**src/rtl/hp_pkg.sv**
```systemverilog
package hp_pkg;
  typedef enum logic [2:0] {
    ST_IDLE,
    ST_TAG,
    ST_PAT,
    ST_DATA,
    ST_END
  } hp_state_t;
endpackage

```
**src/rtl/hp_capture.sv**
```systemverilog
module hp_capture #(
  parameter int NCH = 16,
  parameter int VW  = 12,
  localparam int CW = $clog2(NCH)
) (
  input  logic              clk,
  input  logic              rst,
  input  logic              load_en,
  input  logic [NCH-1:0]    hit_mask,
  input  logic [NCH*VW-1:0] values,
  input  logic [CW-1:0]     rd_idx,
  output logic [NCH-1:0]    cap_mask,
  output logic [VW-1:0]     rd_val
);
  logic [VW-1:0] val_mem [NCH];

  always_ff @(posedge clk) begin
    if (rst) cap_mask <= '0;
    else if (load_en) cap_mask <= hit_mask;
  end

  for (genvar ch = 0; ch < NCH; ch++) begin : g_slot
    always_ff @(posedge clk) begin
      if (load_en) val_mem[ch] <= values[ch*VW +: VW];
    end
  end

  assign rd_val = val_mem[rd_idx];
endmodule

```
**src/rtl/hp_pick.sv**
```systemverilog
module hp_pick #(
  parameter int NCH = 16,
  localparam int CW = $clog2(NCH)
) (
  input  logic [NCH-1:0] mask,
  output logic           found,
  output logic [CW-1:0]  idx
);
  always_comb begin
    found = 1'b0;
    idx   = '0;
    for (int i = NCH - 1; i >= 0; i--) begin
      if (mask[i]) begin
        found = 1'b1;
        idx   = CW'(i);
      end
    end
  end
endmodule

```
**src/rtl/hit_packer.sv**
```systemverilog
module hit_packer #(
  parameter int          NCH       = 16,
  parameter int          VW        = 12,
  parameter int          WW        = 16,
  parameter logic [15:0] START_TAG = 16'h7186,
  parameter logic [15:0] END_TAG   = 16'hF186,
  localparam int         CW        = $clog2(NCH)
) (
  input  logic              clk,
  input  logic              rst,
  input  logic              load,
  input  logic [NCH-1:0]    hit_mask,
  input  logic [NCH*VW-1:0] values,
  output logic              busy,
  output logic [WW-1:0]     out_data,
  output logic              out_valid,
  input  logic              out_ready,
  output logic              out_last
);
  import hp_pkg::*;

  hp_state_t      state;
  logic [NCH-1:0] rem;
  logic [NCH-1:0] cap_mask;
  logic [VW-1:0]  rd_val;
  logic           found;
  logic [CW-1:0]  idx;
  logic           load_en;
  logic [WW-1:0]  pat_word;
  logic [WW-1:0]  data_word;

  assign busy    = (state != ST_IDLE);
  assign load_en = load && (state == ST_IDLE);

  hp_capture #(.NCH(NCH), .VW(VW)) u_cap (
    .clk(clk), .rst(rst), .load_en(load_en), .hit_mask(hit_mask),
    .values(values), .rd_idx(idx), .cap_mask(cap_mask), .rd_val(rd_val)
  );

  hp_pick #(.NCH(NCH)) u_pick (.mask(rem), .found(found), .idx(idx));

  always_comb begin
    pat_word = '0;
    pat_word[NCH-1:0] = cap_mask;
    data_word = '0;
    data_word[VW-1:0] = rd_val;
    data_word[WW-1 -: CW] = idx;
  end

  always_ff @(posedge clk) begin
    if (rst) begin
      state     <= ST_IDLE;
      out_valid <= 1'b0;
      out_last  <= 1'b0;
      out_data  <= '0;
      rem       <= '0;
    end else begin
      case (state)
        ST_IDLE: if (load) begin
          state     <= ST_TAG;
          out_valid <= 1'b1;
          out_last  <= 1'b0;
          out_data  <= WW'(START_TAG);
          rem       <= hit_mask;
        end
        ST_TAG: if (out_ready) begin
          state    <= ST_PAT;
          out_data <= pat_word;
        end
        ST_PAT, ST_DATA: if (out_ready) begin
          if (found) begin
            state    <= ST_DATA;
            out_data <= data_word;
            rem[idx] <= 1'b0;
          end else begin
            state    <= ST_END;
            out_data <= WW'(END_TAG);
            out_last <= 1'b1;
          end
        end
        ST_END: if (out_ready) begin
          state     <= ST_IDLE;
          out_valid <= 1'b0;
          out_last  <= 1'b0;
        end
        default: state <= ST_IDLE;
      endcase
    end
  end

  assert_start_R2: assert property (@(posedge clk) disable iff (rst)
    load && !busy |=> out_valid && out_data == WW'(START_TAG));

  assert_hit_only_R4: assert property (@(posedge clk) disable iff (rst)
    (state == ST_DATA) && out_valid |-> cap_mask[out_data[WW-1 -: CW]]);

  assert_last_tag_R6: assert property (@(posedge clk) disable iff (rst)
    out_valid && out_last |-> out_data == WW'(END_TAG));

  assert_refuse_R8: assert property (@(posedge clk) disable iff (rst)
    load && busy |=> $stable(cap_mask));

  assert_hold_R9: assert property (@(posedge clk) disable iff (rst)
    out_valid && !out_ready |=> out_valid && $stable(out_data) && $stable(out_last));
endmodule

```
**config.mk**
```make
export PLATFORM = sky130hd
export DESIGN_NAME = hit_packer
export DESIGN_NICKNAME = d
export VERILOG_FILES = /design/src/rtl/hp_pkg.sv /design/src/rtl/hp_capture.sv /design/src/rtl/hp_pick.sv /design/src/rtl/hit_packer.sv
export SDC_FILE = /design/constraint.sdc
export NUM_CORES = 1
export LEC_CHECK = 0
export ABC_AREA = 1
export BUFFER_PORTS_ARGS = -buffer_cell sky130_fd_sc_hd__buf_2
export CAP_MARGIN = 20
export CORE_MARGIN = 1.5
export CORE_UTILIZATION = 55
export CTS_CLUSTER_DIAMETER = 40
export DETAILED_ROUTE_END_ITERATION = 8
export PLACE_DENSITY = 0.8
export RECOVER_POWER = 100
export REMOVE_ABC_BUFFERS = 1
export SYNTH_ARGS = -nofsm -noshare
export SYNTH_HDL_FRONTEND = slang
export SYNTH_SLANG_ARGS = --single-unit
```
**constraint.sdc**
```tcl
create_clock -name clk -period 21.3 [get_ports clk]
set_input_delay 2.13 -clock clk [delete_from_list [all_inputs] [get_ports clk]]
set_output_delay 2.13 -clock clk [all_outputs]
set_load 0.03 [all_outputs]
```
==> results of run 1 <==
==> synthesized netlist by cell type, drive strengths merged <==
master  instances
nand3b         52
o21bai          7
o211ai          1
nor4            1
o21ai          46
edfxtp        192
a211oi          4
clkbuf         28
nand3          97
clkinv          2
buf            29
a31oi           1
nor2           25
a21oi          57
dfxtp          53
nand4          72
inv           177
a41oi           1
nor3            2
nand2         228
==> worst min-delay path, stage by stage, from the launching register on <==
cell and delay (ps):
dfxtp_1 300, nand2_1 60, a21oi_1 50
==> area by class of cell <==
| class | instances | share of cell area (%) |
|---|---|---|
| repair buffers | 240 | 8.847 |
| inverters | 179 | 5.130 |
| multi-input cells | 594 | 22.49 |
| well taps | 260 | 2.484 |
| flip-flops and latches | 245 | 52.13 |
| clock buffers | 40 | 7.156 |
| clock inverters | 26 | 1.767 |
==> power groups by stage <==
stage / registers [mW] / clock network [mW] / logic (mW)
3_3_place_gp: 0.697 / 0 / 0.801
3_5_place_dp: 0.700 / 0 / 0.820
4_1_cts: 0.692 / 0.577 / 0.827
6_report: 0.703 / 0.571 / 0.817
5_1_grt: 0.714 / 0.598 / 0.910
2_1_floorplan: 0.744 / 0 / 0.535
==> per-layer routing <==
layer,vias to the layer above,wire length [um],global-route usage [%]
li1,4097,-,-
met4,0,807,10.91
met1,3999,10780,35.38
met2,396,13390,44.46
met3,67,2237,4.695
met5,-,0,0
==> stage by stage <==
| stage | hold slack, ps | instance area, um2 | setup WS, ps |
|---|---|---|---|
| after floorplan | 434.9 | 10480 | 6661 |
| after detailed placement | 452.7 | 12030 | 16660 |
| final | 459.0 | 13100 | 11670 |
| after CTS | 460.3 | 13200 | 17210 |
| after global placement | 449.2 | 12030 | 16800 |
| after global routing | 492.3 | 13100 | 10940 |
==> placed cells by master (no fill, tap or decap), types with 2 or more instances in the layout <==
master      Yosys  routed
clkinv_4        0       3
dfxtp_1        53      53
o21ai_1        19      12
inv_6           0       8
nand2_1       223     227
nand3b_1       52      52
clkbuf_1       28      49
a21oi_1        55      55
edfxtp_1      192     192
buf_4           5       6
nor2_1         23      23
inv_2           3       2
buf_2          16     188
inv_1         174     175
clkinv_1        2       5
a211oi_1        4       4
clkbuf_16       0      37
bufinv_16       0       2
clkinv_2        0       6
nand3_1        97      97
o21bai_1        7       7
clkinvlp_4      0       3
o21ai_0        27      34
nand4_1        72      72
==> worst paths after layout <==
check | cells after the start | slack [ps] | from | to
min reg2reg | 2 | 460 | u_cap.cap_mask[1] | u_cap.cap_mask[1]
min | 2 | 460 | u_cap.cap_mask[1] | u_cap.cap_mask[1]
max reg2reg | 22 | 11670 | rem[14] | rem[13]
max | 22 | 11670 | rem[14] | rem[13]
==> state kept, by name, summed over array words and instances (netlist names) <==
name            flops
out_valid           1
out_data           16
rem                16
u_cap.cap_mask     16
state               3
u_cap.val_mem     192
out_last            1
==> kinds of logic after synthesis <==
logic type / Yosys count
flip-flops: 245
buffers and inverters: 236
AND/OR/NAND/NOR: 477
AO/OA/AOI/OAI: 117
==> results_dict.tcl, run 1 <==
set metrics [dict create \
    numClockSinks 245 \
    synth-compound-area-share_pct 5.836 \
    seq_power_share_pct 33.6 \
    cpMostUsedCell "nand2_1" \
    gr-total-overflow 0 \
    die-width_um 142.9 \
    synth_warnings 0 \
    drive_above_1_share_pct 19.79 \
    cpPeakStageDelay_ps 2160 \
    critical_path.top_delay_family "simple AND/OR/NAND/NOR gates" \
    path_cells "inv_1 > nand2_1 > nand2_1 > nand2_1 > nand2_1 > nand2_1 > nand2_1 > nand2_1 > nand2_1 > nand2_1 > nand2_1 > nand2_2 > nand2_1 > nand2_1 > nand2_1 > nand2_1 > nor2_1 > inv_1 > o21ai_0 > inv_1 > o21ai_0 > a21oi_1" \
    drt-vias-per-instance 5.403 \
    swShare_pct 40.93 \
    avgSynthCellArea_um2 10.01 \
    period_minus_slack_ps 9632 \
    outcome "finished with violations" \
    cts_inserted_buffers 36 \
    end_kind "register" \
    route.detailed.drc 0 \
    synth-xor-area-share_pct 0 \
    first_global_vias 8175 \
    htree_levels 2 \
    min_period_over_period_pct 45.22 \
    antenna_cells 0 \
    max_freq_ghz 0.1038 \
    final_hold_viol_count 0 \
    synth-seq-cells 245 \
    antenna_found_initial 0 \
    cts_buffer_depth 3 \
    dp_hpwl_um 17090 \
    power_mw 2.091 \
    synth_top_family_by_area "simple AND/OR/NAND/NOR gates" \
    p_sw_uw 856.1 \
    initial_core_util_pct 56.78 \
    post_cts_buffers 0 \
    combinationalPowerShare_pct 39.1 \
    worstMarginPinSlew_ps 4025 \
    final_cells 1584 \
    yosys.area.top_type "edfxtp_1" \
    die_y_um 142.9 \
    clkLatencyLatePin_ps 520 \
    grt_pass1_wl_um 41620 \
    n_fill_cell 1441 \
    syn2layout_area_growth_pct 21.68 \
    routedWlPerCell_um 17.18 \
    grtUsageTotal_pct 26.88 \
    grt_max_degree 102 \
    startpoint_type "register" \
    routed_wl_um 27210 \
    synthAdderAreaFrac_pct 0 \
    worst_clock_skew_ps 20.72 \
    vdd_drop_max_v 0.0001273 \
    p_int_mw 1.235 \
    firstDrtPassIters 7 \
    synthMuxAreaShare_pct 0 \
    synth.distinct_cells 31 \
    cp.arrival_ps 9980 \
    multiInputGateArea_um2 2945 \
    fin_util_pct 69.09 \
    portBuffers 230 \
    fp-row-count 50 \
    syn-instance-count 1075 \
    regArea_um2 6827 \
    maxCapViolCount 5 \
    num_vias 8559 \
    p_leak_nw 5.679 \
    post_cts_resized 0 \
    syn-cell-area_um2 10760 \
    powerDensity_nw_per_um2 159.7 \
    place_congestion 0.8457 \
    power_frac_clock_pct 27.3 \
    yosys.area_share.simple_pct 21.87 \
    crit_type "reg -> reg" \
    violations "max-capacitance violations, max-slew violations" \
    ant_nets 0 \
    die_area_um2 20420 \
    relSlewSlack_pct -168.3 \
    slowest_stage "nand2_1" \
    yosysTopAreaCellShare_pct 53.57 \
    ctsHoldBuffers 0 \
    drt_iter0_markers 645 \
    dp_cells 1516 \
    cp_num_buf_inv 3 \
    worstHoldPathType "reg -> reg" \
    ios 231 \
    setup_viol 0 \
    core-area_um2 18960 \
    seq_area_frac_synth_pct 63.43 \
    ctsRootBufferMaster "clkbuf_16" \
    cp.required_ps 21650 \
    slew_viol_final 300 \
    path_clk_slew_ps 50 \
    nets 1508 \
    rsz0062_at_grt "no" \
    crit_path_max_fanout 51 \
    synthTopCellsByArea "edfxtp_1 54%, dfxtp_1 9.9%, nand2_1 7.8%" \
    cts_tree "built" \
    setup_tns_ps 0 \
]
(Power assumes the default switching activity.)
==> run 2, diff against run 1 <==
Settings changed: ABC_AREA 1 to 0, CORE_UTILIZATION 55 to 54.
Clock period 21.3 ns to 9.19 ns, I/O delays scaled along.
==> run 2 against run 1 <==
The run still ends with max-capacitance violations, max-slew violations left; sequential share of layout area rose by 5.4 points; clock skew shrank 6.3 ps; fmax grew 140%; critical endpoint is now rem[3].
==> results_dict.tcl, run 2 <==
set metrics [dict create \
    outcome "finished with violations" \
    violations "max-capacitance violations, max-slew violations" \
    ant_nets 0 \
    num_vias 7424 \
    synth_edf_count 192 \
    rsz0062_at_grt "no" \
    crit_type "reg -> reg" \
    fp-row-count 48 \
    gr-total-overflow 0 \
    final_cells 1258 \
    p_leak_nw 4.495 \
    vdd_drop_max_v 0.0001768 \
    die-width_um 137.4 \
    critical_path.top_delay_family "compound AO/OA/AOI/OAI gates" \
    clkLatencyLatePin_ps 540 \
    setup_tns_ps 0 \
    grt_max_degree 119 \
    cp.required_ps 9640 \
    drive_above_1_share_pct 25.73 \
    async_reset_ff_share_pct 0 \
    end_kind "register" \
    seq_area_frac_synth_pct 70.00 \
    firstDrtPassIters 5 \
    top_register "u_cap.val_mem" \
    syn-cell-area_um2 9752 \
    largest_register_ffs 192 \
    cts_buffer_depth 3 \
    worstHoldPathType "reg -> reg" \
    route.detailed.drc 0 \
    slew_viol_final 18 \
    syn-instance-count 781 \
    ctsHoldBuffers 0 \
    path_clk_slew_ps 60 \
    synthFlopType "edfxtp_1" \
    cp.arrival_ps 4480 \
    die_area_um2 18870 \
    max_freq_ghz 0.2483 \
    nets 1221 \
    synthTopCellsByArea "edfxtp_1 59%, dfxtp_1 11%, nand2_1 5.8%" \
    core-area_um2 17480 \
    initial_core_util_pct 55.80 \
    period_minus_slack_ps 4027 \
    synth.distinct_cells 61 \
    startpoint_type "register" \
    avgSynthCellArea_um2 12.49 \
    post_cts_resized 0 \
    grt_pass1_wl_um 37780 \
    crit_path_max_fanout 17 \
    maxCapViolCount 1 \
    worst_clock_skew_ps 14.44 \
    yosysTopAreaCellShare_pct 59.12 \
    slowest_stage "o21ai_0" \
    drt_iter0_markers 707 \
    synth-seq-cells 245 \
    synth.most_common_cell "edfxtp_1" \
    mostFrequentLayoutCells "198 x buf_2, 192 x edfxtp_1, 151 x nand2_1" \
    first_global_vias 7094 \
    grtUsageTotal_pct 27.12 \
    worstMarginPinSlew_ps 1668 \
    post_cts_buffers 0 \
    place_congestion 0.9190 \
    cp_num_buf_inv 0 \
    ctsRootBufferMaster "clkbuf_16" \
    portBuffers 230 \
    ios 231 \
    final_hold_viol_count 0 \
    cts_inserted_buffers 29 \
    syn2layout_area_growth_pct 21.75 \
    setup_viol 0 \
    netlist_top_cells_count "192 x edfxtp_1, 151 x nand2_1, 77 x a21oi_1" \
    synth_warnings 0 \
    cpMostUsedCell "o21ai_0" \
    relSlewSlack_pct -12.38 \
    cpPeakStageDelay_ps 1310 \
    htree_levels 1 \
    numClockSinks 245 \
    cts_tree "built" \
    powerDensity_nw_per_um2 249.8 \
    path_cells "or4_1 > nor4_1 > nor2_2 > o21ai_0 > o21ai_0 > a21oi_1" \
    final_common_cell "buf_2" \
    routedWlPerCell_um 20.67 \
    routed_wl_um 26000 \
    dp_hpwl_um 17920 \
    antenna_found_initial 3 \
    yosys.area.top_type "edfxtp_1" \
    dp_cells 1202 \
    n_fill_cell 1257 \
    drt-vias-per-instance 5.901 \
    die_y_um 137.4 \
    min_period_over_period_pct 43.82 \
]
==> run 2: cell types whose count changed after synthesis, moves of 7 or more <==
cell,delta
nand3b_1,-51
mux2i_1,+21
nand4_1,-65
nand3_1,-75
nor3_1,+15
nand2_1,-72
inv_1,-169
nor2_1,+10
o22ai_1,+12
nand2b_1,+8
o21bai_1,-7
a21oi_1,+22
a22oi_1,+13
a31oi_1,+11
==> run 2: cell families (layout without fill, tap and decap cells) <==
family / count (synthesis) / after routing / share of synthesized area [%]
AO/OA/AOI/OAI: 191 / 191 / 12.34
buffers and inverters: 44 / 293 / 2.143
flip-flops: 245 / 245 / 70.00
multiplexers: 25 / 25 / 2.617
other: 0 / 3 / 0
AND/OR/NAND/NOR: 276 / 276 / 12.89
==> run 2: path summary, 6_finish.rpt <==
check / from / cells past startpoint / end / slack, ps
hold reg to reg: u_cap.cap_mask[14] / 2 / u_cap.cap_mask[14] / 450
setup / recovery: rem[4] / 6 / rem[3] / 5160
hold / removal: u_cap.cap_mask[14] / 2 / u_cap.cap_mask[14] / 450
setup reg to reg: rem[4] / 6 / rem[3] / 5160
==> run 2: per-stage QoR <==
step | total power [mW] | hold WS (ps) | util [%] | worst slack [ps] | instance area, um2
floorplan | 1.753 | 425.5 | - | 2656 | 9562
global placement | 1.942 | 438.6 | 63.21 | 5334 | 11050
detailed placement | 1.959 | 442.4 | 63.21 | 5267 | 11050
CTS | 2.973 | 451.9 | 68.18 | 5489 | 11920
global route | 3.068 | 483.5 | 67.93 | 4967 | 11870
finish | 2.966 | 451.3 | 67.93 | 5163 | 11870
==> run 2: tightest hold or removal path: cells and delay by family (launching register included) <==
kind / cells / cell delay (ps)
flip-flops: 1 / 300
AND/OR/NAND/NOR: 1 / 50
AO/OA/AOI/OAI: 1 / 50
==> run 2: report_power, final <==
part	switching, mW	internal, mW	total (mW)
clock network	0.429	0.594	1.02
registers	0.0444	1.33	1.37
logic	0.398	0.173	0.570
==> run 2: final cells by class <==
type / count / area [um2] / share of cell area, %
sequential: 245 / 6827 / 57.50
multi-input combinational: 492 / 2693 / 22.68
timing repair buffer: 236 / 1169 / 9.843
clock buffer: 34 / 765.7 / 6.450
tap: 225 / 281.5 / 2.371
clock inverter: 18 / 103.9 / 0.8747
inverter: 5 / 26.28 / 0.2213
antenna: 3 / 7.507 / 0.06323
==> run 2: per-layer routing <==
metal / vias up / routed length, um / GRT usage (%)
met3: 82 / 2370 / 6.328
li1: 3402 / - / -
met5: - / 0 / 0
met4: 0 / 1275 / 12.98
met2: 453 / 12480 / 44.89
met1: 3487 / 9876 / 33.75
